**config.mk**
```make
export PLATFORM = sky130hd
export DESIGN_NAME = pkt_len_addr_filter
export DESIGN_NICKNAME = d
export VERILOG_FILES = /design/src/rtl/pkt_filt_pkg.sv /design/src/rtl/pkt_hdr_judge.sv /design/src/rtl/pkt_remain_ctr.sv /design/src/rtl/pkt_status_unit.sv /design/src/rtl/pkt_len_addr_filter.sv
export SDC_FILE = /design/constraint.sdc
export NUM_CORES = 1
export LEC_CHECK = 0
export ABC_CLOCK_PERIOD_IN_PS = 3000
export BUFFER_PORTS_ARGS = -buffer_cell sky130_fd_sc_hd__buf_2
export CELL_PAD_IN_SITES_DETAIL_PLACEMENT = 0
export CELL_PAD_IN_SITES_GLOBAL_PLACEMENT = 1
export CORE_MARGIN = 5
export CORE_UTILIZATION = 43
export DETAILED_ROUTE_END_ITERATION = 10
export PLACE_DENSITY_LB_ADDON = 0.1
export SLEW_MARGIN = 20
export SYNTH_ARGS = -nofsm -noshare
export SYNTH_HDL_FRONTEND = slang
export SYNTH_SLANG_ARGS = --single-unit
```
**constraint.sdc**
```tcl
create_clock -name clk -period 3 [get_ports clk]
set_input_delay 0.3 -clock clk [delete_from_list [all_inputs] [get_ports clk]]
set_output_delay 0.3 -clock clk [all_outputs]
set_load 0.01 [all_outputs]
```
**src/rtl/pkt_filt_pkg.sv**
```systemverilog
package pkt_filt_pkg;

  parameter int BYTE_W = 8;
  localparam int LQI_W = BYTE_W - 1;

  typedef enum logic [1:0] {
    ADR_NONE  = 2'd0,
    ADR_EXACT = 2'd1,
    ADR_BC0   = 2'd2,
    ADR_BC0FF = 2'd3
  } adr_mode_e;

  typedef enum logic [2:0] {
    S_IDLE,
    S_ADDR,
    S_BODY,
    S_FLUSH,
    S_STAT1,
    S_STAT2
  } rx_state_e;

  // address filter decision for one candidate byte
  function automatic logic addr_pass(input logic [1:0] mode,
                                     input logic [BYTE_W-1:0] b,
                                     input logic [BYTE_W-1:0] dev);
    logic hit, zero, ones;
    hit  = (b == dev);
    zero = (b == '0);
    ones = (b == '1);
    case (adr_mode_e'(mode))
      ADR_NONE:  return 1'b1;
      ADR_EXACT: return hit;
      ADR_BC0:   return hit | zero;
      default:   return hit | zero | ones;
    endcase
  endfunction

  // variable length field check against the configured ceiling
  function automatic logic len_pass(input logic [BYTE_W-1:0] len,
                                    input logic [BYTE_W-1:0] ceiling);
    return (len != '0) && (len <= ceiling);
  endfunction

  // second appended byte: checksum flag on top, quality below
  function automatic logic [BYTE_W-1:0] stat_pack(input logic crc_ok,
                                                  input logic [LQI_W-1:0] lqi);
    return {crc_ok, lqi};
  endfunction

endpackage

```
**src/rtl/pkt_hdr_judge.sv**
```systemverilog
module pkt_hdr_judge
  import pkt_filt_pkg::*;
(
  input  logic              var_len,
  input  logic [BYTE_W-1:0] max_len,
  input  logic [1:0]        addr_mode,
  input  logic [BYTE_W-1:0] dev_addr,
  input  logic [BYTE_W-1:0] byte_in,
  output logic              len_fail,
  output logic              adr_fail
);

  assign adr_fail = !addr_pass(addr_mode, byte_in, dev_addr);
  assign len_fail = var_len ? !len_pass(byte_in, max_len) : (max_len == '0);

  always_comb begin

    if (addr_mode == 2'd0) none_mode_chk: assert (!adr_fail);

    if (addr_mode == 2'd3 && byte_in == '1) bc_ff_chk: assert (!adr_fail);
  end

endmodule

```
**src/rtl/pkt_remain_ctr.sv**
```systemverilog
module pkt_remain_ctr
  import pkt_filt_pkg::*;
(
  input  logic              clk,
  input  logic              rst_n,
  input  logic              load,
  input  logic [BYTE_W-1:0] load_val,
  input  logic              dec,
  output logic              at_final
);

  logic [BYTE_W-1:0] cnt_q;

  always_ff @(posedge clk or negedge rst_n) begin
    if (!rst_n)    cnt_q <= '0;
    else if (load) cnt_q <= load_val;
    else if (dec)  cnt_q <= cnt_q - 1'b1;
  end

  // one byte still to come: the next one ends the payload
  assign at_final = (cnt_q == {{(BYTE_W-1){1'b0}}, 1'b1});

endmodule

```
**src/rtl/pkt_status_unit.sv**
```systemverilog
module pkt_status_unit
  import pkt_filt_pkg::*;
(
  input  logic              clk,
  input  logic              rst_n,
  input  logic              cap,
  input  logic [BYTE_W-1:0] rssi,
  input  logic [LQI_W-1:0]  lqi,
  input  logic              crc_ok,
  input  logic              sel_second,
  output logic [BYTE_W-1:0] byte_out
);

  logic [BYTE_W-1:0] rssi_q;
  logic [BYTE_W-1:0] qual_q;

  always_ff @(posedge clk or negedge rst_n) begin
    if (!rst_n) begin
      rssi_q <= '0;
      qual_q <= '0;
    end else if (cap) begin
      rssi_q <= rssi;
      qual_q <= stat_pack(crc_ok, lqi);
    end
  end

  assign byte_out = sel_second ? qual_q : rssi_q;

endmodule

```
**src/rtl/pkt_len_addr_filter.sv**
```systemverilog
module pkt_len_addr_filter
  import pkt_filt_pkg::*;
(
  input  logic              clk,
  input  logic              rst_n,
  input  logic              cfg_var_len,
  input  logic [BYTE_W-1:0] cfg_max_len,
  input  logic [1:0]        cfg_addr_mode,
  input  logic [BYTE_W-1:0] cfg_dev_addr,
  input  logic              cfg_append,
  input  logic              in_valid,
  input  logic              in_sop,
  input  logic [BYTE_W-1:0] in_data,
  input  logic [BYTE_W-1:0] st_rssi,
  input  logic [LQI_W-1:0]  st_lqi,
  input  logic              st_crc_ok,
  output logic              out_valid,
  output logic [BYTE_W-1:0] out_data,
  output logic              out_last,
  output logic              drop
);

  rx_state_e         st_q, st_d;
  logic [BYTE_W-1:0] pend_q;
  logic              len_fail, adr_fail, ctr_final;
  logic [BYTE_W-1:0] stat_byte;

  // named events
  logic sop_evt, adr_evt, body_evt;
  logic len_reject, adr_reject, reject;
  logic first_take, push_evt, final_evt;
  logic need_addr;
  logic [BYTE_W-1:0] ctr_load_val;

  pkt_hdr_judge u_judge (
    .var_len   (cfg_var_len),
    .max_len   (cfg_max_len),
    .addr_mode (cfg_addr_mode),
    .dev_addr  (cfg_dev_addr),
    .byte_in   (in_data),
    .len_fail  (len_fail),
    .adr_fail  (adr_fail)
  );

  assign sop_evt   = in_valid && in_sop;
  assign adr_evt   = in_valid && !in_sop && (st_q == S_ADDR);
  assign body_evt  = in_valid && !in_sop && (st_q == S_BODY);
  assign need_addr = cfg_var_len && (cfg_addr_mode != 2'd0);

  assign len_reject = sop_evt && len_fail;
  assign adr_reject = (sop_evt && !len_fail && !cfg_var_len && adr_fail)
                    || (adr_evt && adr_fail);
  assign reject     = len_reject || adr_reject;

  assign first_take = sop_evt && !reject;
  assign push_evt   = body_evt || (adr_evt && !adr_fail);
  assign final_evt  = (push_evt && ctr_final)
                    || (first_take && !cfg_var_len
                        && cfg_max_len == {{(BYTE_W-1){1'b0}}, 1'b1});

  assign ctr_load_val = cfg_var_len ? in_data : (cfg_max_len - 1'b1);

  pkt_remain_ctr u_ctr (
    .clk      (clk),
    .rst_n    (rst_n),
    .load     (first_take),
    .load_val (ctr_load_val),
    .dec      (push_evt),
    .at_final (ctr_final)
  );

  pkt_status_unit u_stat (
    .clk        (clk),
    .rst_n      (rst_n),
    .cap        (final_evt),
    .rssi       (st_rssi),
    .lqi        (st_lqi),
    .crc_ok     (st_crc_ok),
    .sel_second (st_q == S_STAT2),
    .byte_out   (stat_byte)
  );

  always_comb begin
    st_d = st_q;
    if (sop_evt) begin
      if (reject)         st_d = S_IDLE;
      else if (final_evt) st_d = S_FLUSH;
      else if (need_addr) st_d = S_ADDR;
      else                st_d = S_BODY;
    end else if (push_evt) begin
      st_d = final_evt ? S_FLUSH : S_BODY;
    end else if (adr_reject) begin
      st_d = S_IDLE;
    end else begin
      case (st_q)
        S_FLUSH: st_d = cfg_append ? S_STAT1 : S_IDLE;
        S_STAT1: st_d = S_STAT2;
        S_STAT2: st_d = S_IDLE;
        default: st_d = st_q;
      endcase
    end
  end

  always_ff @(posedge clk or negedge rst_n) begin
    if (!rst_n) begin
      st_q      <= S_IDLE;
      pend_q    <= '0;
      out_valid <= 1'b0;
      out_data  <= '0;
      out_last  <= 1'b0;
      drop      <= 1'b0;
    end else begin
      st_q      <= st_d;
      out_valid <= 1'b0;
      out_last  <= 1'b0;
      drop      <= reject;
      if (first_take || push_evt) pend_q <= in_data;
      if (push_evt) begin
        out_valid <= 1'b1;
        out_data  <= pend_q;
      end else if (!sop_evt) begin
        case (st_q)
          S_FLUSH: begin
            out_valid <= 1'b1;
            out_data  <= pend_q;
            out_last  <= !cfg_append;
          end
          S_STAT1: begin
            out_valid <= 1'b1;
            out_data  <= stat_byte;
          end
          S_STAT2: begin
            out_valid <= 1'b1;
            out_data  <= stat_byte;
            out_last  <= 1'b1;
          end
          default: ;
        endcase
      end
    end
  end


  drop_excl_chk: assert property (@(posedge clk) disable iff (!rst_n)
    drop |-> !out_valid);

  len_fwd_chk: assert property (@(posedge clk) disable iff (!rst_n)
    len_reject |=> !out_valid);

  adr_wait_chk: assert property (@(posedge clk) disable iff (!rst_n)
    (st_q == S_ADDR) |-> !out_valid);

  last_valid_chk: assert property (@(posedge clk) disable iff (!rst_n)
    out_last |-> out_valid);

  last_gap_chk: assert property (@(posedge clk) disable iff (!rst_n)
    out_last |=> !out_valid);

  stat_order_chk: assert property (@(posedge clk) disable iff (!rst_n)
    (st_q == S_STAT2) |-> (out_valid && !out_last));

endmodule

```
==> results by group, run 1 <==
STA
  • Final setup vio count: 0
  • Tcrit/Tclk final: about three quarters
  • Setup Skew: slightly above 0.008 ns
  • Slew margin rel.: between 40% and 50%
  • Fmax: ~0.43 GHz
  • Fin. max-slew vios: 0
  • Slew @ Worst Pin: ~0.84 ns
  • Tmin final: between 2 and 2.5 ns
  • Setup TNS: 0 ns
  • RSZ-0062 raised after global routing: no
  • Hold slack: -0.00956 ns
  • Final Hold Viols: 11

Die
  • IO Pins: between 50 and 60
  • Die area: 8540 µm²
  • Die Span Y: a little over 90 µm
  • Row count: 30
  • Initial Utilization: between 40% and 50%
  • Chip width: 92.4 µm
  • Core area: between 6000 and 7000 µm²

Route
  • DR pass1 iterations: 4
  • Remaining DRCs: 0
  • Drt total wl: 6700 µm
  • ANT nets after route: 0
  • Via count: 2,183
  • Via density: around 5.3
  • Initial DRC Count: 84
  • Post-DR wirelength/cell: 16.2 µm

Clock network
  • Reg clk slew, reported paths: ~0.090 ns
  • Post-cts resize count: 0
  • Worst-Skew Late Latency: approximately 0.30 ns
  • Htree depth: 2
  • Clock sinks: between 40 and 50
  • CTS buffer count: 5
  • Clock Root Buffer: clkbuf_8
  • Post-cts hold buffer count: 0
  • Setup repair bufs after CTS: 0
  • CTS tree: done
  • Bufs on Longest Clock Path: 2

Power and ir drop
  • Max VDD drop: ~330 µV
  • PD cells: approximately 650 nW/µm²
  • Pleak: between 1.5 and 2 nW

Setup path
  • Slowest cell on crit path: nor4b_2
  • CP peak stage delay: ~0.44 ns
  • Setup CP Type: flop to flop
  • WP data arrival: 2.50 ns
  • Top delay family on crit path: simple AND/OR/NAND/NOR gates
  • Data required time of the worst path: around 3.2 ns
  • Critical Path End Type: flop
  • Worst setup SP type: flop
  • Crit-path cells: or3_1 > or2_2 > nor4b_2 > a32oi_4 > buf_4 > mux2_4
  • Crit-path max FO: 16
  • Worst path bufs/invs: 1

Synth
  • Area of the mapped netlist: roughly 2900 µm²
  • Yosys reg bits: 46
  • Synth warn: 0
  • Post-synth EDFFs: 0
  • Post-Synthesis Cells: roughly 270
  • Cell variety after synth: 46
  • Ys flop type: dfrtp_1
  • Mean post-synth cell area: between 10 and 15 µm²
  • FFs w/ async S/R, synth: 100%
  • Seq/Total Area, Yosys: a little under 40%
  • Syn nets: ~330

Global routing
  • GRT overflow: 0
  • Total Routing Usage GR: 16.5%
  • Initial antenna violation count: 0
  • First-pass GRT wire length: approximately 11,000 µm
  • Largest net degree at the start of global routing: 47
  • Vias in the first global route: ~2,200

Worst hold path
  • HP Class: input port to async pin

Run status
  • Outcome: complete, but fails checks
  • Failing checks: negative hold slack

Layout
  • Share of cells above drive strength 1: a little over a third
  • Design area: 3400 µm²
  • # diodes: 0
  • Nets: between 300 and 400
  • Fill count: around 660
  • P&R area growth vs syn: 16.4%

Placement
  • Dpl cell area: about 3300 µm²
  • Port buffer count: 58
  • Post-DP HPWL: 5170 µm
  • Placer congestion estimate: between 0.8 and 0.9

Flow run
  • Max-Cap Viols: 0
[layout by cell type, fill, tap and decap left out, types with 3 or more instances in the layout]
cell | synthesis | routed
a21oi_1 | 12 | 12
buf_2 | 1 | 57
buf_4 | 0 | 6
clkbuf_8 | 0 | 5
dfrtp_1 | 46 | 46
ha_1 | 12 | 12
inv_1 | 15 | 15
mux2_2 | 24 | 24
mux2_4 | 10 | 10
mux2i_1 | 19 | 19
nand2_1 | 16 | 16
nand2b_1 | 5 | 5
nand3_1 | 4 | 4
nand4_1 | 4 | 4
nor2_1 | 9 | 9
nor2b_1 | 4 | 4
nor3_1 | 7 | 7
nor4_1 | 7 | 7
o21ai_0 | 16 | 16
or3_1 | 3 | 3
xnor2_1 | 12 | 12
xor2_1 | 10 | 10
[sequential cells by signal (all words and copies together), names as in the netlist]
register and count:
out_valid 1, u_ctr.cnt_q 8, u_stat.rssi_q 8, out_last 1, pend_q 8, u_stat.qual_q 8
out_data 8, drop 1, st_q 3
[final timing paths]
path                                startpoint               end  slack (ns)  depth (start not counted)
worst max-delay path            u_ctr.cnt_q[3]  u_stat.rssi_q[2]        0.69                          6
worst min-delay path                     rst_n    u_ctr.cnt_q[5]       -0.01                          1
worst max register to register  u_ctr.cnt_q[3]  u_stat.rssi_q[2]        0.69                          6
worst min register to register     out_data[0]       out_data[0]        0.51                          1
max in group asynchronous                rst_n         pend_q[7]        2.59                          1
min in group clk                    st_rssi[3]  u_stat.rssi_q[3]        0.22                          2
[metal layers]
layer  share of wire [%]  global-route usage, %  up-vias  wire [µm]
met4                 1.5                   5.32        0        102
met3                 4.3                   3.41        7        290
li1                    -                      -     1095          -
met2                  42                   24.0       41       2840
met5                   0                      0        -          0
met1                  52                   24.4     1040       3460
[cells by family (layout without fill, tap and decap cells)]
family	count (synthesis)	after routing	synth area share, %
fa+ha+maj	12	12	5.14
xor+xnor	22	22	6.60
compound gates	42	42	10.0
simple gates	73	73	14.7
mux	53	53	20.9
flops	46	46	39.4
buf+inv	23	86	3.26
[synthesized netlist by cell type (5+ instances only)]
cell type,count,area [µm²]
clkbuf_1,5,18.8
xor2_1,10,87.6
nand2_1,16,60.1
o21ai_0,16,80.1
nor4_1,7,43.8
inv_1,15,56.3
mux2_4,10,150
xnor2_1,12,105
nand2b_1,5,31.3
ha_1,12,150
mux2i_1,19,190
nor3_1,7,35.0
dfrtp_1,46,1150
a21oi_1,12,60.1
nor2_1,9,33.8
mux2_2,24,270
[per-stage QoR]
step	total power, mW	setup WS, ns	std cells	hold slack (ns)	util, %
2_1_floorplan	1.56	0.765	271	0.00441	-
3_3_place_gp	1.85	0.320	406	0.488	49.3
3_5_place_dp	1.86	0.385	406	0.488	49.3
4_1_cts	2.25	0.685	414	0.211	50.5
5_1_grt	2.40	0.583	414	0.0307	50.6
6_report	2.21	0.693	414	-0.00956	50.6
[power by group]
part           switching, mW  leakage (nW)  internal (mW)
clock                  0.209        0.0452          0.165
combinational          0.436          1.02          0.441
sequential             0.141         0.587          0.819
[cell type report]
| type | count | area (µm²) | area share [%] |
|---|---|---|---|
| multi-input cells | 202 | 1670 | 49.3 |
| flip-flops and latches | 46 | 1150 | 33.9 |
| repair buffers | 63 | 330 | 9.72 |
| well taps | 80 | 100 | 2.95 |
| clock buffers | 6 | 72.6 | 2.14 |
| inverters | 15 | 56.3 | 1.66 |
| clock inverters | 2 | 13.8 | 0.405 |
Power figures use the tool's default switching activity.
==> run 2: changes to the inputs <==
--- a/config.mk
+++ b/config.mk
@@ -5,12 +5,12 @@
 export SDC_FILE = /design/constraint.sdc
 export NUM_CORES = 1
 export LEC_CHECK = 0
-export ABC_CLOCK_PERIOD_IN_PS = 3000
+export ABC_CLOCK_PERIOD_IN_PS = 2100
 export BUFFER_PORTS_ARGS = -buffer_cell sky130_fd_sc_hd__buf_2
 export CELL_PAD_IN_SITES_DETAIL_PLACEMENT = 0
 export CELL_PAD_IN_SITES_GLOBAL_PLACEMENT = 1
 export CORE_MARGIN = 5
-export CORE_UTILIZATION = 43
+export CORE_UTILIZATION = 39
 export DETAILED_ROUTE_END_ITERATION = 10
 export PLACE_DENSITY_LB_ADDON = 0.1
 export SLEW_MARGIN = 20
==> constraint.sdc (replaced) <==
create_clock -name clk -period 2.1 [get_ports clk]
set_input_delay 0.21 -clock clk [delete_from_list [all_inputs] [get_ports clk]]
set_output_delay 0.21 -clock clk [all_outputs]
set_load 0.01 [all_outputs]
==> run 2 against run 1 <==
Effect of this change:
- the run ends with negative setup slack left
- clock power grew 82%
- register-to-register slack got worse by 0.70 ns
- worst hold slack better by 0.14 ns
- global-route usage grew 0.16 points
- utilization rose by 3.7 points
- sequential share of layout area decreased by 4.6 points
- critical path depth unchanged
- die area grew 9.1%
- largest cell class unchanged
- highest routed layer unchanged
==> results by group, run 2 (synthesis gave the netlist of run 1 again) <==
Run status
  • Outcome: complete, but fails checks
  • Failing checks: negative setup slack

Layout
  • Design area: 3930 µm² (+16%)
  • Most frequent cells in the layout: 58 x buf_2, 56 x buf_4, 46 x dfrtp_1
  • Most common cell after layout, fill and taps aside: buf_2
  • Final Util: 54.2% (+3.7 points)
  • P&R area growth vs syn: 34.7%
  • Sequential cell area: 1150 µm² (unchanged)
  • Post-route insts no fill: 487 (+18%)
  • Nets: 447 (+14%)
  • Fill count: 677 (+2.1%)
  • # diodes: 0 (unchanged)
  • Footprint of the multi-input gates: 1720 µm² (+3.0%)
  • Share of cells above drive strength 1: 44.8% (+9.8 points)

STA
  • Tcrit/Tclk final: 100% (+24 points)
  • Setup Skew: 0.00565 ns (-0.00267 ns)
  • Fin. max-slew vios: 0 (unchanged)
  • Final setup vio count: 3 (+3)
  • RSZ-0062 raised after global routing: yes
  • Slew @ Worst Pin: 0.431 ns (-0.413 ns)
  • Slew margin rel.: 71.0% (+28 points)
  • Final Hold Viols: 0 (-11)
  • PnR worst setup slack: -0.0102 ns (-0.704 ns)
  • Fmax: 0.474 GHz (+9.3%)
  • Tmin final: 2.11 ns (-0.196 ns)

Die
  • Chip width: 96.5 µm (+4.5%)
  • IO Pins: 59 (unchanged)
  • Initial Utilization: 40.3% (-3.2 points)
  • Core area: 7250 µm² (+8.0%)
  • Die area: 9320 µm² (+9.1%)
  • Die Span Y: 96.5 µm (+4.5%)
  • Row count: 31 (+3.3%)

Global routing
  • Vias in the first global route: 2,360 (+5.3%)
  • GRT overflow: 0 (unchanged)
  • Total Routing Usage GR: 16.7% (+0.16 points)
  • Largest net degree at the start of global routing: 22 (-53%)
  • Initial antenna violation count: 0 (unchanged)
  • First-pass GRT wire length: 11,900 µm (+6.4%)

Setup path
  • Critical Path End Type: flop
  • Data required time of the worst path: 2.29 ns (-0.90 ns)
  • Setup CP Type: flop to flop
  • Crit-path max FO: 8 (-8)
  • Worst setup SP type: flop
  • WP data arrival: 2.30 ns (-0.20 ns)
  • R2R setup slack: -0.01 ns (-0.70 ns)
  • Reg2reg end: u_stat.qual_q[5]
  • Setup crit start: u_ctr.cnt_q[3]
  • R2R depth: 6 (unchanged)
  • Origin of the critical flop-to-flop path: u_ctr.cnt_q[3]

Route
  • Initial DRC Count: 110 (+31%)
  • Remaining DRCs: 0 (unchanged)
  • Post-DR wirelength/cell: 15.0 µm (-7.5%)
  • Via density: 4.92 (-6.6%)
  • DR pass1 iterations: 4 (unchanged)
  • Via count: 2,398 (+9.8%)
  • ANT nets after route: 0 (unchanged)
  • Drt total wl: 7290 µm (+8.8%)

Power and ir drop
  • Max VDD drop: 561 µV (+69%)
  • PD cells: 895 nW/µm² (+38%)
  • Pleak: 1.95 nW (+18%)
  • Total power: 3.52 mW (+59%)

Clock network
  • Clock Root Buffer: clkbuf_8
  • Worst-Skew Late Latency: 0.30 ns (about the same)
  • Clock sinks: 46 (unchanged)
  • Reg clk slew, reported paths: 0.09 ns (about the same)
  • Bufs on Longest Clock Path: 2 (unchanged)
  • CTS buffer count: 5 (unchanged)
  • Htree depth: 2 (unchanged)
  • CTS tree: done

Worst hold path
  • HP Start: st_rssi[1]
  • HP Class: input port to flop
  • Worst-case hold path end point: u_stat.rssi_q[1]
  • Hold Crit Depth: 2

Placement
  • Placer congestion estimate: 0.806 (-1.0%)
  • Post-DP HPWL: 5830 µm (+13%)
  • Port buffer count: 58 (unchanged)
  • Dpl cells: 476 (+17%)
  • Dpl cell area: 3760 µm² (+14%)

Flow run
  • Max-Cap Viols: 0 (unchanged)
[run 2: through the flow]
step | setup WS [ns] | TNS, ns | hold WS (ns)
6_report | -0.0102 | -0.0235 | 0.135
5_1_grt | -0.0406 | -0.410 | 0.120
4_1_cts | -0.0595 | -0.622 | 0.126
3_5_place_dp | -0.179 | -5.56 | 0.123
3_3_place_gp | -0.175 | -4.84 | 0.124
2_1_floorplan | -0.0164 | -0.164 | -0.0856
[run 2: critical path: stages, from the launching register on]
cell	delay (ns)
dfrtp_1	0.40
or3_4	0.39
or2_4	0.25
nor4b_4	0.34
a32oi_4	0.13
clkbuf_16	0.20
mux2_4	0.29
[run 2: worst max-delay path by stage]
| stage | to | slack, ns | cells past startpoint |
|---|---|---|---|
| 2_1_floorplan | u_stat.qual_q[0] | -0.02 | 7 |
| 3_3_place_gp | pend_q[0] | -0.18 | 11 |
| 3_5_place_dp | u_stat.rssi_q[2] | -0.18 | 8 |
| 4_1_cts | u_stat.qual_q[4] | -0.06 | 6 |
| 5_1_grt | u_stat.rssi_q[1] | -0.04 | 6 |
| 6_report | u_stat.qual_q[5] | -0.01 | 6 |
[run 2: timing repair]
| item | in CTS | in global routing |
|---|---|---|
| endpoints found under the hold margin | 10 | 0 |
| buffers inserted | 0 | 1 |
| endpoints found under the setup margin | 16 | 16 |
| pin swaps | 3 | 3 |
| gates cloned | 1 | 0 |
| gates resized for setup | 3 | 2 |
| hold buffers | 1 | 0 |
[run 2: final cells by class]
cell class,instances,area share (%)
clock buffers,5,1.75
clock inverters,3,1.11
inverters,15,1.43
multi-input cells,202,43.8
flip-flops and latches,46,29.3
well taps,99,3.15
repair buffers,117,19.5
[run 2: power by group]
group | total (mW) | internal, mW | switching [mW]
Combinational | 1.49 | 0.791 | 0.701
Sequential | 1.35 | 1.17 | 0.178
Clock | 0.681 | 0.357 | 0.324
Total | 3.52 | 2.32 | 1.20
[run 2: routing by layer]
metal	GRT usage [%]	part of all wire, %	vias to the layer above
li1	-	-	1206
met1	25.6	50	1133
met2	24.7	45	55
met3	2.71	4.7	4
met4	3.50	0.67	0
met5	0	0	-
==> run 3: changes to the inputs <==
--- a/config.mk
+++ b/config.mk
@@ -5,12 +5,12 @@
 export SDC_FILE = /design/constraint.sdc
 export NUM_CORES = 1
 export LEC_CHECK = 0
-export ABC_CLOCK_PERIOD_IN_PS = 2100
+export ABC_CLOCK_PERIOD_IN_PS = 2400
 export BUFFER_PORTS_ARGS = -buffer_cell sky130_fd_sc_hd__buf_2
 export CELL_PAD_IN_SITES_DETAIL_PLACEMENT = 0
 export CELL_PAD_IN_SITES_GLOBAL_PLACEMENT = 1
 export CORE_MARGIN = 5
-export CORE_UTILIZATION = 39
+export CORE_UTILIZATION = 43
 export DETAILED_ROUTE_END_ITERATION = 10
 export PLACE_DENSITY_LB_ADDON = 0.1
 export SLEW_MARGIN = 20
==> constraint.sdc (replaced) <==
create_clock -name clk -period 2.4 [get_ports clk]
set_input_delay 0.24 -clock clk [delete_from_list [all_inputs] [get_ports clk]]
set_output_delay 0.24 -clock clk [all_outputs]
set_load 0.01 [all_outputs]
==> run 3 against run 2 <==
Effect of this change:
- the flow now finishes without violations
- flip-flop and latch count is the same
- clock power fell by 11%
- first-iteration DRC count decreased by 44%
- die area shrank 8.4%
- total power decreased by 16%
- global-route usage rose by 0.94 points
- worst hold slack better by 0.023 ns
- utilization shrank 1.1 points
- wire length shrank 3.8%
- combinational power is 23% lower
- highest routed layer unchanged
==> results by group, run 3 (synthesis gave the netlist of run 1 again) <==
Run status
  • Outcome: completed

Global routing
  • Largest net degree at the start of global routing: 29 (+32%)
  • GRT overflow: 0 (unchanged)
  • Total Routing Usage GR: 17.7% (+0.94 points)
  • First-pass GRT wire length: 12,000 µm (+0.82%)
  • Initial antenna violation count: 0 (unchanged)
  • Vias in the first global route: 2,398 (+1.6%)

Route
  • ANT nets after route: 0 (unchanged)
  • DR pass1 iterations: 5 (+1)
  • Drt total wl: 7010 µm (-3.8%)
  • Initial DRC Count: 62 (-44%)
  • Via count: 2,284 (-4.8%)
  • Via density: 5.29 (+7.4%)
  • Remaining DRCs: 0 (unchanged)
  • Post-DR wirelength/cell: 16.2 µm (+8.5%)

STA
  • Tcrit/Tclk final: 92.8% (-7.7 points)
  • Fin. max-slew vios: 0 (unchanged)
  • Setup Skew: 0.00321 ns (-0.00244 ns)
  • Setup TNS: 0 ns (+0.0235 ns)
  • Slew @ Worst Pin: 0.792 ns (+0.361 ns)
  • PnR worst setup slack: 0.174 ns (+0.184 ns)
  • Slew margin rel.: 46.9% (-24 points)
  • Fmax: 0.449 GHz (-5.2%)
  • Tmin final: 2.23 ns (+0.116 ns)
  • Final Hold Viols: 0 (unchanged)
  • RSZ-0062 raised after global routing: no
  • Hold slack: 0.158 ns (+0.0233 ns)
  • Final setup vio count: 0 (-3)

Placement
  • Dpl cell area: 3450 µm² (-8.3%)
  • Dpl cells: 423 (-11%)
  • Post-DP HPWL: 5480 µm (-6.0%)
  • Place WS: 0.0420 ns (+0.221 ns)
  • Placer congestion estimate: 0.838 (+4.0%)
  • Port buffer count: 58 (unchanged)

Clock network
  • Clock sinks: 46 (unchanged)
  • Worst-Skew Late Latency: 0.30 ns (about the same)
  • CTS buffer count: 5 (unchanged)
  • Htree depth: 2 (unchanged)
  • Bufs on Longest Clock Path: 2 (unchanged)
  • Reg clk slew, reported paths: 0.09 ns (about the same)
  • Clock Root Buffer: clkbuf_8
  • CTS tree: done

Layout
  • # diodes: 0 (unchanged)
  • Final Util: 53.2% (-1.1 points)
  • P&R area growth vs syn: 22.3%
  • Post-route insts no fill: 432 (-11%)
  • Share of cells above drive strength 1: 38.4% (-6.5 points)
  • Design area: 3570 µm² (-9.2%)
  • Most common cell after layout, fill and taps aside: buf_2
  • Most frequent cells in the layout: 58 x buf_2, 46 x dfrtp_1, 24 x mux2_2
  • Nets: 411 (-8.1%)

Power and ir drop
  • Pleak: 1.75 nW (-10%)
  • Net Sw Frac: 34.6% (+0.47 points)
  • Max VDD drop: 310 µV (-45%)
  • Int Pwr: 1.92 mW (-17%)
  • Total power: 2.94 mW (-16%)
  • Seq pwr share: 40.6% (+2.3 points)
  • Clock network power share: 20.6% (+1.3 points)
  • PD cells: 823 nW/µm² (-8.0%)
  • Comb pwr share: 38.8% (-3.6 points)
  • Sw Pwr: 1.02 mW (-15%)

Setup path
  • WP data arrival: 2.42 ns (+0.12 ns)
  • Data required time of the worst path: 2.60 ns (+0.31 ns)
  • Critical Path End Type: flop
  • Worst setup SP type: flop
  • Setup CP Type: flop to flop
  • Crit-path max FO: 16 (+8)

Die
  • IO Pins: 59 (unchanged)
  • Initial Utilization: 43.5% (+3.2 points)
  • Core area: 6720 µm² (-7.4%)
  • Chip width: 92.4 µm (-4.3%)
  • Row count: 30 (-3.2%)
  • Die area: 8540 µm² (-8.4%)
  • Die Span Y: 92.4 µm (-4.3%)

Worst hold path
  • HP Class: input port to flop

Flow run
  • Max-Cap Viols: 0 (unchanged)
==> run 3: worst paths after layout <==
kind                                  start                to  slack [ns]  cells past startpoint
max                          u_ctr.cnt_q[3]  u_stat.qual_q[3]        0.17                      6
min in group asynchronous             rst_n    u_ctr.cnt_q[2]        0.42                      2
min                               st_lqi[6]  u_stat.qual_q[6]        0.16                      2
min reg2reg                u_stat.rssi_q[6]  u_stat.rssi_q[6]        0.51                      1
max reg2reg                  u_ctr.cnt_q[3]  u_stat.qual_q[3]        0.17                      6
max in group asynchronous             rst_n  u_stat.rssi_q[1]        1.24                      3
==> run 3: what timing repair did <==
| action | CTS | global route |
|---|---|---|
| hold endpoints to repair | 18 | 0 |
| resized for setup | 0 | 0 |
| hold buffers | 1 | 0 |
| setup buffers | 0 | 0 |
==> run 3: worst max-delay path, cell delays in order, from the launching register on <==
cell,delay (ns)
dfrtp_1,0.42
or3_1,0.39
or2_2,0.30
nor4b_2,0.41
a32oi_4,0.10
buf_12,0.19
mux2_4,0.30
==> run 3: power by group through the flow <==
stage          registers, mW  logic (mW)  clock network, mW
3_3_place_gp            1.21        1.14                  0
6_report                1.19        1.14              0.605
2_1_floorplan           1.20       0.751                  0
4_1_cts                 1.20        1.16              0.619
5_1_grt                 1.23        1.29              0.645
3_5_place_dp            1.21        1.15                  0
==> run 3: per-layer routing <==
layer | vias to the layer above | GRT usage [%] | share of wire [%]
met5 | - | 0 | 0
met4 | 0 | 3.71 | 0.81
met3 | 6 | 3.41 | 4.5
met2 | 48 | 27.1 | 44
met1 | 1096 | 25.8 | 51
li1 | 1134 | - | -
==> run 3: layout make-up <==
class	instances	area, µm²
clock buffers	5	68.8
clock inverters	3	43.8
fillers	653	3150
inverters	15	56.3
multi-input cells	202	1670
flip-flops and latches	46	1150
well taps	80	100
repair buffers	81	478
